===== config.mk =====
export PLATFORM = sky130hd
export DESIGN_NAME = desc_oa_decoder
export DESIGN_NICKNAME = d
export VERILOG_FILES = /design/src/rtl/desc_oa_pkg.sv /design/src/rtl/desc_addr_former.sv /design/src/rtl/desc_share_sel.sv /design/src/rtl/desc_out_stage.sv /design/src/rtl/desc_oa_decoder.sv
export SDC_FILE = /design/constraint.sdc
export NUM_CORES = 1
export LEC_CHECK = 0
export ABC_CLOCK_PERIOD_IN_PS = 1220
export BUFFER_PORTS_ARGS = -buffer_cell sky130_fd_sc_hd__buf_2
export CORE_ASPECT_RATIO = 1.5
export CORE_MARGIN = 2
export CORE_UTILIZATION = 25
export DETAILED_ROUTE_END_ITERATION = 8
export PLACE_DENSITY = 0.59
export SLEW_MARGIN = 25
export SYNTH_ARGS = -nofsm -noshare
export SYNTH_HDL_FRONTEND = slang
export SYNTH_HIERARCHICAL = 1
export SYNTH_SLANG_ARGS = --single-unit

===== constraint.sdc =====
create_clock -name clk -period 1.22 [get_ports clk]
set_input_delay 0.183 -clock clk [delete_from_list [all_inputs] [get_ports clk]]
set_output_delay 0.183 -clock clk [all_outputs]
set_load 0.005 [all_outputs]

===== src/rtl/desc_oa_pkg.sv =====
// Shared widths, codes and result type for the descriptor output-address decoder.
// Assumes a 52-bit physical address space and 64-bit descriptors.
package desc_oa_pkg;
    localparam int DESC_W     = 64;
    localparam int OA_W       = 52;
    localparam int BASE_W     = 48;   // address bits always taken from the descriptor
    localparam int SPLIT_LO   = 8;    // low bit of the relocated pair in extended mode
    localparam int G4K_BITS   = 12;
    localparam int G16K_BITS  = 14;
    localparam logic [2:0] PA_CODE_52 = 3'b110;

    typedef enum logic [1:0] {
        SH_NONE  = 2'b00,
        SH_RSVD  = 2'b01,
        SH_OUTER = 2'b10,
        SH_INNER = 2'b11
    } share_e;

    typedef struct packed {
        logic [OA_W-1:0] addr;
        share_e          sh;
        logic            sh_rsvd;
    } oa_result_t;
endpackage


===== src/rtl/desc_addr_former.sv =====
// Forms the physical address from a descriptor.
// Assumes granule is 4KB or 16KB; 52-bit reach only when the size code allows it.
module desc_addr_former
    import desc_oa_pkg::*;
#(
    parameter int DW = DESC_W,
    parameter int AW = OA_W,
    parameter int BW = BASE_W,
    parameter int SL = SPLIT_LO,
    parameter int G4 = G4K_BITS,
    parameter int G16 = G16K_BITS
) (
    input  logic [DW-1:0] desc,
    input  logic          lpa_mode,
    input  logic          gran_16k,
    input  logic [2:0]    pa_code,
    output logic [AW-1:0] addr
);
    localparam int EXT_W = AW - BW;   // top bits reached only in extended mode
    localparam int HALF  = EXT_W / 2;

    logic wide_ok;
    assign wide_ok = lpa_mode && (pa_code == PA_CODE_52);

    // Copy base bits, clear the granule offset, then add the extended top bits.
    always_comb begin
        addr = '0;
        addr[BW-1:0] = desc[BW-1:0];
        for (int i = 0; i < G16; i++) begin
            if (i < G4 || gran_16k) addr[i] = 1'b0;
        end
        if (wide_ok) begin
            addr[BW+HALF-1:BW]   = desc[BW+HALF-1:BW];
            addr[AW-1:BW+HALF]   = desc[SL+HALF-1:SL];
        end
    end
endmodule


===== src/rtl/desc_share_sel.sv =====
// Picks the shareability attribute for the access and flags the reserved code.
// Assumes table entries carry no shareability of their own.
module desc_share_sel
    import desc_oa_pkg::*;
(
    input  logic [1:0] desc_sh,
    input  logic       is_table,
    input  logic       lpa_mode,
    input  logic       cacheable,
    input  logic [1:0] walk_sh,
    output share_e     sh,
    output logic       sh_rsvd
);
    // Select the shareability source by descriptor type and address mode.
    always_comb begin
        if (is_table)       sh = share_e'(walk_sh);
        else if (!lpa_mode) sh = share_e'(desc_sh);
        else if (cacheable) sh = share_e'(walk_sh);
        else                sh = SH_OUTER;
    end

    // Mark the reserved shareability encoding.
    assign sh_rsvd = (sh == SH_RSVD);
endmodule


===== src/rtl/desc_out_stage.sv =====
// One-entry registered stage with valid/ready flow control.
// Assumes the consumer may stall indefinitely; data holds while stalled.
module desc_out_stage #(
    parameter int W = 8
) (
    input  logic         clk,
    input  logic         rst_n,
    input  logic         in_valid,
    output logic         in_ready,
    input  logic [W-1:0] in_data,
    output logic         out_valid,
    input  logic         out_ready,
    output logic [W-1:0] out_data
);
    assign in_ready = !out_valid || out_ready;

    // Track whether the stage holds a result.
    always_ff @(posedge clk) begin
        if (!rst_n)        out_valid <= 1'b0;
        else if (in_ready) out_valid <= in_valid;
    end

    // Capture data on an accepted transfer.
    always_ff @(posedge clk) begin
        if (!rst_n)                    out_data <= '0;
        else if (in_valid && in_ready) out_data <= in_data;
    end
endmodule


===== src/rtl/desc_oa_decoder.sv =====
// Top: descriptor output-address and shareability decoder with one register stage.
// Assumes inputs are held stable while in_valid is high and in_ready is low.
module desc_oa_decoder
    import desc_oa_pkg::*;
(
    input  logic              clk,
    input  logic              rst_n,
    input  logic              in_valid,
    output logic              in_ready,
    input  logic [DESC_W-1:0] desc,
    input  logic              is_table,
    input  logic              lpa_mode,
    input  logic              gran_16k,
    input  logic [2:0]        pa_code,
    input  logic [1:0]        walk_sh,
    input  logic              cacheable,
    output logic              out_valid,
    input  logic              out_ready,
    output logic [OA_W-1:0]   out_addr,
    output logic [1:0]        out_sh,
    output logic              out_sh_rsvd
);
    localparam int RW = $bits(oa_result_t);

    oa_result_t res_d, res_q;
    logic [OA_W-1:0] addr_c;
    share_e          sh_c;
    logic            rsvd_c;

    desc_addr_former u_addr (
        .desc     (desc),
        .lpa_mode (lpa_mode),
        .gran_16k (gran_16k),
        .pa_code  (pa_code),
        .addr     (addr_c)
    );

    desc_share_sel u_share (
        .desc_sh   (desc[SPLIT_LO+1:SPLIT_LO]),
        .is_table  (is_table),
        .lpa_mode  (lpa_mode),
        .cacheable (cacheable),
        .walk_sh   (walk_sh),
        .sh        (sh_c),
        .sh_rsvd   (rsvd_c)
    );

    // Pack the combinational result for the register stage.
    always_comb begin
        res_d.addr    = addr_c;
        res_d.sh      = sh_c;
        res_d.sh_rsvd = rsvd_c;
    end

    desc_out_stage #(.W(RW)) u_stage (
        .clk       (clk),
        .rst_n     (rst_n),
        .in_valid  (in_valid),
        .in_ready  (in_ready),
        .in_data   (res_d),
        .out_valid (out_valid),
        .out_ready (out_ready),
        .out_data  (res_q)
    );

    assign out_addr    = res_q.addr;
    assign out_sh      = res_q.sh;
    assign out_sh_rsvd = res_q.sh_rsvd;
endmodule


=== After elaboration in Yosys (flattened, before gate mapping) ===
Index checks and enable logic that the tools add are counted.

* Div/mod/pow operators: 0
* Equal/unequal tests: 2
* Multiplexer cells: 6
* Add/subtract/negate cells: 0
* Bitwise operators: 0
* Multipliers: 0
* Shifts and indexed selects: 0
* Reduce and logical (&&, ||, !) cells: 4
* Order comparisons: 0

{| class="wikitable"
|+ Operators with widths
! kind !! count
|-
| $mux 2 || 3
|-
| $mux 4 || 1
|-
| $eq 3x3->1 const B || 1
|-
| $eq 2x1->1 const B || 1
|-
| $logic_and 1x1->1 || 2
|-
| $mux 1 || 2
|-
| $logic_not 1->1 || 1
|-
| $logic_or 1x1->1 || 1
|}

* Output and inout bits: 57
* Memory bits (read-only): 0
* Word-level logic and storage cells: 14
* RAM bits: 0
* Register bits: 44
* Memories: 0
* Latch bits: 0

=== Depth between registers and ports, before layout ===
Gate-level depths: netlist (run 1).

* Depth in word-level cells: 4
* Mapped depth: 5
* Mapped depth without buffers: 5

=== Cells and area by module ===
The synthesis (run 1) kept the hierarchy.

{| class="wikitable"
|+ Modules (own cells, without submodules)
! module !! area an instance (sq um) !! instances !! cells an instance !! seq. area each (sq um)
|-
| desc_out_stage || 2285.9 || 1 || 243 || 1121.1
|-
| desc_addr_former || 396.6 || 1 || 54 || 0.0
|-
| desc_share_sel || 37.5 || 1 || 6 || 0.0
|}

=== Worst setup path before layout (run 1) ===
OpenSTA, ideal clock, no wires.

* Path kind: reg-to-reg
* From: register u_stage.out_valid
* To: register u_stage.out_data[15]
* Slack: 0.124 ns
* Arrival time: 0.978 ns
* Setup time: 0.118 ns
* Period minus slack after synthesis: 1.096 ns
* Stages on the path, launching flop included: 6
* Cell sequence: dfxtp_1 -> nand2b_4 -> and2_4 -> buf_12 -> buf_12 -> mux2i_1

* Word-level cells in the longest chain between the ends: 3

{| class="wikitable"
|+ Ends and longest elaborated chain
! item !! RTL line !! RTL
|-
| from (decl) || desc_out_stage.sv:11 || <nowiki>output logic out_valid,</nowiki>
|-
| from (signal assigned) || desc_out_stage.sv:20 || <nowiki>else if (in_ready) out_valid <= in_valid;</nowiki>
|-
| $logic_not 1->1 || desc_out_stage.sv:15 || <nowiki>assign in_ready = !out_valid || out_ready;</nowiki>
|-
| $logic_or 1x1->1 || desc_out_stage.sv:15 ||
|-
| net in_ready || desc_oa_decoder.sv:9 || <nowiki>output logic in_ready,</nowiki>
|-
| $logic_and 1x1->1 || desc_out_stage.sv:26 || <nowiki>else if (in_valid && in_ready) out_data <= in_data;</nowiki>
|-
| to (signal assigned) || desc_out_stage.sv:26 ||
|-
| to (decl) || desc_out_stage.sv:13 || <nowiki>output logic [W-1:0] out_data</nowiki>
|}

The timed path passes the listed nets, and every way through them passes these cells.
A chain may end at the register's enable or synchronous reset.

=== Final worst setup path (run 1) ===
* From: register u_stage.out_valid
* To: register u_stage.out_data[28]

* Word-level cells in the longest chain between the ends: 3

{| class="wikitable"
|+ Ends and longest elaborated chain
! item !! RTL line
|-
| $logic_not 1->1 || desc_out_stage.sv:15
|-
| $logic_or 1x1->1 || desc_out_stage.sv:15
|-
| $logic_and 1x1->1 || desc_out_stage.sv:26
|}

Every way passes these cells.

==> metrics.md, run 1 <==
| Metric | Value |
|---|---|
| IO Count | 134 |
| GRT overflow | 0 |
| Power Density | 1210 nW/µm² |
| Max-cap violation count | 0 |
| Dpl cell area | 3060 µm² |
| Synth warn | 6 |
| Cells after Synth | 303 |
| Critical path's top delay family | flip-flops |
| Routed WL per cell | just over 10 µm |
| Total track usage | 8.88% |
| Met2 routed WL | roughly 2.8 mm |
| DRC viols | 0 |
| Clk Latency, worst-skew pair | between 0.2 and 0.3 ns |
| Largest net degree at the start of global routing | 71 |
| Die width | 89.2 µm |
| Post_cts resized | 0 |
| Clock slew at reported path FFs | 0.07 ns |
| RSZ-0062 raised after global routing | false |
| Setup tns final | 0 ns |
| Post-route cell area | 3190 µm² |
| Slew Limit Fails | 0 |
| CTS tree | yes |
| Final Hold Vio Count | 0 |
| Tcrit/Tclk final | 90.8% |
| Initial antenna violation count | 1 |
| Core region area | 10600 µm² |
| Max Fclk | between 900 and 1000 MHz |
| Met3 wire length | about 320 µm |
| Post-layout min period | 1.11 ns |
| Synth top area cells | dfxtp_1, mux2i_1, nand2_1, buf_4, buf_12 |
| Final setup viols | 0 |
| H-tree Lvls | 2 |
| Clock buffer depth | 2 |
| Drt pass-1 iters | 4 |
| Final WL | 5.31 mm |
| Crit path required time | 1.43 ns |
| Die Y | 132 µm |
| Most frequently used flop master after synthesis | dfxtp_1 |
| Commonest cells in the netlist | nand2_1, dfxtp_1, mux2i_1 |
| Routed via count | 1990 |
| Critical path startpoint category | flip-flop |
| Port Buffers | 109 |
| Cts hold-fix bufs | 0 |
| Die area | between 10000 and 15000 µm² |
| VDD IR-drop max | approximately 0.56 mV |
| Run status | completed |
| FP Rows | between 40 and 50 |
| Count leader, synth | nand2_1 |
| Slowest CP cell | dfxtp_1 |
| Vias in the first global route | 1959 |
| Initial DRC Count | 45 |
| CTS root buffer | clkbuf_16 |
| Post-synth EDFFs | 0 |
| Post-synth ARST share | 0% |
| Layout area overhead | 17.3% |
| Routed Antenna Nets | 0 |
| Final Non-Filler Cells | a little over 500 |
| Fin Clk Skew | 0.00315 ns |
| Cell Chain, Critical Path | nand2b_4 > and2_4 > buf_12 > mux2i_1 |
| Sequential element share of the synthesized area | 41.2% |
| Dpl hpwl | between 3 and 4 mm |
| Critical path arrival | 1.32 ns |
| Leakage | between 1.5 and 2 nW |
| Worst setup EP type | flip-flop |
| Final net count | 448 |
| Hold crit path type | in2reg |
| Layout cells sized above 1 | 32.8% |
| Worst Setup Path Type | reg2reg |
| Post-CTS Setup Bufs | 0 |
| Placed cells | ~510 |
| CP Buf/Inv Count | 1 |
| Yosys top cell area share | about 40% |
| Cell Area, Synth | 2720 µm² |
| CTS buffer count | 5 |
| Max layer used | met4 |
| CP max stage delay | approximately 0.33 ns |
| Worst hold slack | 0.136 ns |
| WL met1 | roughly 2.1 mm |
| Yosys top cell by area | dfxtp_1 |
| First-pass GRT wire length | 8.38 mm |
| Average size of a mapped cell | 8.98 µm² |
| Initial Util | between 20% and 30% |
| Via-to-Cell Ratio | just under 4 |
| Synth unique cells | 19 |
| Clock sink total | 56 |
| FF+latch count, synth | 56 |
| Worst Path Max Fanout | 26 |
| GPL Wtd Cong | 0.708 |
area by class of cell:
| cell class | instances | area (µm²) |
|---|---|---|
| fillers | 1156 | 7400 |
| flip-flops and latches | 56 | 1120 |
| multi-input cells | 192 | 1120 |
| repair buffers | 114 | 636 |
| well taps | 144 | 180 |
| clock buffers | 5 | 125 |
| inverters | 2 | 7.51 |
| diodes | 1 | 2.50 |
sequential cells by signal (all words and copies together), names as in the netlist:
name               cells
u_stage/out_data      55
u_stage/out_valid      1
worst reg2reg max path, delay by kind of cell, from the launching register on:
kind | cells | cell delay (ns)
buf+inv | 1 | 0.21
mux | 1 | 0.25
flops | 1 | 0.33
simple gates | 2 | 0.25
power by group:
part | internal (mW) | switching [mW]
Clock | 0.727 | 0.584
Sequential | 1.94 | 0.0505
Combinational | 0.287 | 0.267
through the flow:
stage / total power [mW] / worst slack, ns / util (%)
floorplan: 2.48 / 0.124 / -
global placement: 2.58 / 0.161 / 28.9
detailed placement: 2.60 / 0.124 / 28.9
CTS: 3.98 / 0.112 / 30.1
global route: 4.10 / 0.0257 / 30.1
finish: 3.86 / 0.112 / 30.1
final timing paths:
| check | from | to | slack, ns | depth (start not counted) |
|---|---|---|---|---|
| worst max register to register | u_stage/out_valid | u_stage/out_data[28] | 0.11 | 4 |
| worst min register to register | u_stage/out_data[45] | u_stage/out_data[45] | 0.45 | 2 |
| worst min-delay path | desc[23] | u_stage/out_data[26] | 0.14 | 3 |
| worst max-delay path | u_stage/out_valid | u_stage/out_data[28] | 0.11 | 4 |
cells in the final DEF, fill, tap and decap left out:
cell type  instances
and2_1             4
buf_4              2
clkbuf_16          5
mux2i_1           55
dfxtp_1           56
a21oi_1            1
nor2b_1            3
buf_2            108
and2_4             1
o32a_1             1
diode_2            1
nor2_1             1
nand2_1          110
o2bb2ai_1          1
nand2b_4           1
buf_12             4
a21boi_0           1
and4b_1            1
inv_1              2
conb_1            12
cells by family after synthesis:
kind of cell / Yosys count / share of synthesized area (%)
and+or+nand+nor: 121 / 18.1
DFF: 56 / 41.2
muxes: 55 / 20.2
other: 1 / 0.138
AOI/OAI and AO/OA: 4 / 1.15
buffers and inverters: 66 / 19.1
layer usage:
| metal | vias up | global-route usage (%) |
|---|---|---|
| met4 | 0 | 3.48 |
| met3 | 5 | 2.76 |
| met1 | 901 | 8.61 |
| li1 | 1029 | - |
| met5 | - | 0 |
| met2 | 55 | 16.7 |
Note: power is estimated with default switching activity, not from simulation.
==> inputs of run 2 (changes only) <==
ABC_AREA = 1   (was not set)
CTS_CLUSTER_SIZE = 10   (was not set)
PLACE_DENSITY = 0.58   (was 0.59)
==> run 2 against run 1 <==
  * Area after synthesis grew 11%
  * Setup slack lost 0.063 ns
  * Flip-flop and latch count is the same
  * Die area increased by 11%
  * Clock power increased by 7%
  * Clock skew rose by 0.0035 ns
  * Sequential share of layout area shrank 4.1 points
  * Global-route usage is 1.7 points higher
  * Non-clock buffer count up 5
  * Via count up 36%
  * Core utilization up 0.27 points
  * Routed wire length grew 29%
  * Critical endpoint is now in_ready
  * Largest power group unchanged
==> metrics.md, run 2 <==
| Metric | Value |
|---|---|
| CTS buffer count | 5 |
| Worst Setup Path Type | reg2out |
| Clock sink total | 56 |
| First-pass GRT wire length | 11.3 mm |
| Layout area overhead | 19.3% |
| GRT overflow | 0 |
| Final Worst Setup Slack | 0.0487 ns |
| Port Buffers | 109 |
| H-tree Lvls | 2 |
| Die width | 93.9 µm |
| Met1 Usage GRT | 12.0% |
| Clock slew at reported path FFs | 0.07 ns |
| Placed cells | 647 |
| Reg-to-reg endpoint | u_stage/out_data[3] |
| Cells after Synth | 443 |
| Largest registers | u_stage/out_data: 55 flops, u_stage/out_valid: 1 flops |
| Crit path required time | 1.04 ns |
| Vias in the first global route | approximately 2500 |
| Drt pass-1 iters | 5 |
| Run status | completed |
| Core region area | 11900 µm² |
| Yosys top cell area share | 37.0% |
| Most frequently used flop master after synthesis | dfxtp_1 |
| Reg2Reg Setup Slack | 0.05 ns |
| Yosys top cell by area | dfxtp_1 |
| Final Non-Filler Cells | 657 |
| Synth warn | 6 |
| Largest register FFs | 55 |
| Routed via count | 2699 |
| Dpl hpwl | 4.44 mm |
| Pre-CTS WS | about 0.19 ns |
| Average size of a mapped cell | between 6 and 7 µm² |
| RSZ-0062 raised after global routing | true |
| Combinational power share | between 10% and 20% |
| VDD IR-drop max | 0.562 mV |
| Worst hold slack | approximately 0.20 ns |
| Final WL | 6.83 mm |
| Met2 Usage GRT | 19.5% |
| Critical path arrival | 0.99 ns |
| Post-synth EDFFs | 0 |
| Slew Limit Fails | 0 |
| Hold Crit Endpoint | u_stage/out_data[40] |
| Via-to-Cell Ratio | 4.11 |
| N_diodes | 0 |
| Largest Register | u_stage/out_data |
| Most common cell after layout, fill and taps aside | buf_2 |
| CTS root buffer | clkbuf_16 |
| Worst Path Max Fanout | 13 |
| Initial Util | 25.5% |
| CTS tree | yes |
| Worst R2R Start | u_stage/out_valid |
| Largest net degree at the start of global routing | 61 |
| Seq pwr share | 48.2% |
| Clk network pwr share | 33.0% |
| Synth top area cells | dfxtp_1, buf_4, nand3_1, a21oi_1, inv_1 |
| Reg2reg path depth | 5 |
| Final setup viols | 0 |
| IO Count | 134 |
| Power Density | ~1200 nW/µm² |
| Post-layout min period | between 1 and 1.5 ns |
| Hold crit path type | in2reg |
| Synth unique cells | 16 |
| Hold Path Cell Cnt | 5 |
| GPL Wtd Cong | between 0.7 and 0.8 |
| Most frequent cells in the layout | buf_2, inv_1, nor2_1, nand2_1, nand3_1 |
| Sequential element share of the synthesized area | 37.0% |
| Max Fclk | 854 MHz |
| FP Rows | approximately 50 |
| Commonest cells in the netlist | inv_1, nand2_1, nor2_1 |
| Layout cells sized above 1 | between 20% and 30% |
| Cell Area, Synth | between 3000 and 4000 µm² |
| Cell Chain, Critical Path | nand2_4 > buf_12 > buf_2 |
| Final Total Pwr | 4.23 mW |
| Worst Hold Launch | desc[37] |
| Initial DRC Count | 91 |
| CP max stage delay | 0.35 ns |
| Tcrit/Tclk final | 96.0% |
| Switching Power | 1.13 mW |
| Die Y | 139 µm |
| Max-cap violation count | 0 |
| Cts hold-fix bufs | 0 |
| Leakage | 1.98 nW |
| Count leader, synth | inv_1 |
| Clock buffer depth | 2 |
| Routed WL per cell | 10.4 µm |
| DRC viols | 0 |
| Slowest CP cell | dfxtp_2 |
| GRT busiest layer | met2 |
| Total track usage | about a tenth |
| FF+latch count, synth | between 50 and 60 |
| Post-route cell area | approximately 3600 µm² |
| Internal | 3.10 mW |
| GRT met3 Usage | 1.30% |
| Fin Clk Skew | 0.00661 ns |
| Initial antenna violation count | 0 |
| Routed Antenna Nets | 0 |
| Worst setup EP type | primary output |
| Final net count | 581 |
| Post-synth ARST share | 0% |
| Dpl cell area | 3390 µm² |
| Die area | between 10000 and 15000 µm² |
| Final Hold Vio Count | 0 |
| Sw frac | around a quarter |
| Critical path startpoint category | flip-flop |
| Clk Latency, worst-skew pair | a little under 0.3 ns |
-- run 2: cell count changes after synthesis, moves of 9 or more --
cell / change
inv_1: +66
nand3_1: +56
nor2_1: +56
mux2i_1: -55
a21oi_1: +54
nand2_1: -53
buf_2: +16
buf_6: +9
-- run 2: metal layers --
metal  part of all wire [%]  vias up
met4                    1.8        0
met1                     44     1209
met5                      0        -
met2                     50       61
li1                       -     1423
met3                    4.1        6
-- run 2: how the worst max path moves through the flow --
stage | from | cells after the start | end | slack (ns)
3_3_place_gp | lpa_mode | 11 | u_stage/out_data[0] | 0.21
3_5_place_dp | u_stage/out_valid | 5 | u_stage/out_data[24] | 0.19
2_1_floorplan | u_stage/out_valid | 5 | u_stage/out_data[43] | 0.26
5_1_grt | u_stage/out_valid | 5 | u_stage/out_data[49] | -0.009
6_report | u_stage/out_valid | 3 | in_ready | 0.05
4_1_cts | u_stage/out_valid | 3 | in_ready | 0.03
-- run 2: cell families (layout without fill, tap and decap cells) --
group	after synthesis	in the layout	share of synthesized area, %
simple gates	183	183	26.6
buf+inv	147	197	27.0
compound gates	56	56	9.33
flops	56	56	37.0
other cells	1	12	0.124
-- run 2: what timing repair did --
item | 4_1_cts | 5_1_grt
endpoints found under the setup margin | 1 | 2
buffers inserted | 1 | 0
pin swaps | 1 | 0
gates cloned | 2 | 0
resized for setup | 1 | 0
-- run 2: critical path, delay by kind of cell (launching register included) --
| family | cells | cell delay, ns |
|---|---|---|
| buffers and inverters | 2 | 0.28 |
| AND/OR/NAND/NOR | 1 | 0.07 |
| flip-flops | 1 | 0.35 |
-- run 2: metrics by stage --
step / TNS (ns) / util [%]
6_report: 0 / 30.4
5_1_grt: -0.0176 / 30.4
4_1_cts: 0 / 30.4
3_5_place_dp: 0 / 28.5
3_3_place_gp: 0 / 28.5
2_1_floorplan: 0 / -
-- run 2: power groups by stage --
stage               logic [mW]  registers, mW  clock network (mW)
floorplan                0.556           2.09                   0
global route             0.905           2.06                1.54
global placement         0.750           2.08                   0
detailed placement       0.767           2.08                   0
CTS                      0.805           2.04                1.48
finish                   0.793           2.04                1.40
-- run 2: layout make-up --
class / instances / area (µm²)
clock inverter: 2 / 12.5
clock buffer: 5 / 125
timing repair buffer: 119 / 761
fill: 1340 / 8280
inverter: 71 / 267
tap: 153 / 191
multi-input combinational: 251 / 1140
sequential: 56 / 1120
==> inputs of run 3 (changes only) <==
--- a/config.mk
+++ b/config.mk
@@ -11,3 +11,2 @@
 export CORE_ASPECT_RATIO = 1.5
-export CORE_MARGIN = 2
 export CORE_UTILIZATION = 25
--- a/constraint.sdc
+++ b/constraint.sdc
@@ -3,2 +3,2 @@
 set_output_delay 0.183 -clock clk [all_outputs]
-set_load 0.005 [all_outputs]
+set_load 0.01 [all_outputs]
==> run 3 against run 2 <==
  * Power is 0.69% higher
  * First-iteration DRC count up 9.9%
  * Register-to-register slack improved by 0.09 ns
==> metrics.md, run 3 (synthesis results as in run 2) <==
| Metric | Value |
|---|---|
| Run status | completed |
| N_diodes | 0 |
| Worst setup EP type | primary output |
| Via-to-Cell Ratio | 4.08 |
| Cell Chain, Critical Path | nand2_4 > buf_12 > buf_2 |
| Met1 Usage GRT | about an eighth |
| Die width | approximately 92 µm |
| Final net count | 580 |
| Worst Path Max Fanout | 4 |
| Routed WL per cell | 10.3 µm |
| Routed via count | 2666 |
| Max-cap violation count | 0 |
| Final setup viols | 0 |
| Critical path's top delay family | flip-flops |
| RSZ-0062 raised after global routing | false |
| Critical path startpoint category | flip-flop |
| Port Buffers | 109 |
| Final Hold Vio Count | 0 |
| Clock slew at reported path FFs | roughly 0.070 ns |
| First-pass GRT wire length | 10.9 mm |
| Initial Util | about a quarter |
| Total track usage | between 10% and 20% |
| IO Count | 134 |
| Setup tns final | 0 ns |
| GRT met3 Usage | 1.89% |
| Crit path required time | 1.04 ns |
| GRT busiest layer | met2 |
| Initial antenna violation count | 0 |
| Largest Register | u_stage/out_data |
| VDD IR-drop max | 0.540 mV |
| Slowest CP cell | dfxtp_2 |
| Clock sink total | 56 |
| Power Density | about 1200 nW/µm² |
| Clock buffer depth | 2 |
| CP Buf/Inv Count | 2 |
| Post-layout min period | 1.17 ns |
| Worst hold slack | 0.208 ns |
| CTS buffer count | 5 |
| Clk Latency, worst-skew pair | 0.29 ns |
| CP max stage delay | 0.35 ns |
| Die area | 12600 µm² |
| FP Rows | 48 |
| Layout cells sized above 1 | between 20 and 30% |
| CTS root buffer | clkbuf_16 |
| GRT overflow | 0 |
| Largest net degree at the start of global routing | 57 |
| Drt pass-1 iters | 4 |
| Worst Setup Path Type | reg2out |
| Final WL | 6.71 mm |
| Slew Limit Fails | 0 |
| Hold crit path type | in2reg |
| Largest registers | u_stage/out_data: 55 flops, u_stage/out_valid: 1 flops |
| Most frequent cells in the layout | buf_2, inv_1, nor2_1, nand2_1, nand3_1 |
| Routed Antenna Nets | 0 |
| H-tree Lvls | 2 |
| Tcrit/Tclk final | a little under 100% |
| GPL Wtd Cong | 0.663 |
| Layout area overhead | 18.4% |
| Critical path arrival | between 0.9 and 1 ns |
| Leakage | 1.97 nW |
| Max Fclk | 853 MHz |
| DRC viols | 0 |
| Most common cell after layout, fill and taps aside | buf_2 |
| Fin Clk Skew | 0.00381 ns |
| CTS tree | yes |
| Die Y | 137 µm |
| Cts hold-fix bufs | 0 |
| Core region area | 11700 µm² |
| Largest register FFs | 55 |
| Dpl hpwl | 4.36 mm |
| Vias in the first global route | 2396 |
| Met2 Usage GRT | 19.4% |
| Initial DRC Count | 100 |
## run 3: cell count changes in the layout (fill, tap and decap cells not counted), sizes merged
| cell | delta |
|---|---|
| clkbuf | +1 |
| buf | -1 |
| clkinvlp | -1 |
## run 3: report_power, final
group          total [mW]  switching (mW)  leakage [nW]  internal, mW
registers            2.04          0.0672         0.465          1.97
logic               0.842           0.463          1.44         0.379
clock network        1.38           0.628        0.0667         0.749
total                4.26            1.16          1.97          3.10
## run 3: worst min-delay path, cell delays in order
cell	delay, ns
buf_2	0.07
inv_1	0.03
nand3_1	0.06
nand2_1	0.05
nor2_1	0.07
## run 3: through the flow
step / setup slack, ns / power [mW] / instances / area [µm²] / utilization, %
floorplan: 0.214 / 2.70 / 454 / 3070 / -
global placement: 0.203 / 2.88 / 643 / 3380 / 29.0
detailed placement: 0.192 / 2.90 / 643 / 3380 / 29.0
CTS: 0.0245 / 4.34 / 653 / 3590 / 30.8
global route: 0.00132 / 4.51 / 653 / 3590 / 30.8
finish: 0.0479 / 4.26 / 653 / 3590 / 30.8
## run 3: layout make-up
class,count,area [µm²]
well taps,150,188
inverters,71,267
multi-input cells,251,1140
clock buffers,6,129
clock inverters,1,5.00
repair buffers,118,741
flip-flops and latches,56,1120
fillers,1300,8060
## run 3: path summary, 6_finish.rpt
check	to	startpoint	slack, ns	cells after the start
worst max-delay path	in_ready	u_stage/out_valid	0.05	3
worst min-delay path	u_stage/out_data[43]	desc[40]	0.21	5
worst max register to register	u_stage/out_data[44]	u_stage/out_valid	0.14	4
worst min register to register	u_stage/out_data[15]	u_stage/out_data[15]	0.48	2
## run 3: repair_timing
| action | CTS | global route |
|---|---|---|
| resized for setup | 1 | 0 |
| buffers inserted | 1 | 0 |
| endpoints found under the setup margin | 1 | 0 |
## run 3: layer usage
layer | wire, µm | part of all wire (%) | vias up
met5 | 0 | 0 | -
met3 | 257 | 3.8 | 9
met1 | 2870 | 43 | 1185
met2 | 3440 | 51 | 58
met4 | 145 | 2.2 | 0
li1 | - | - | 1414
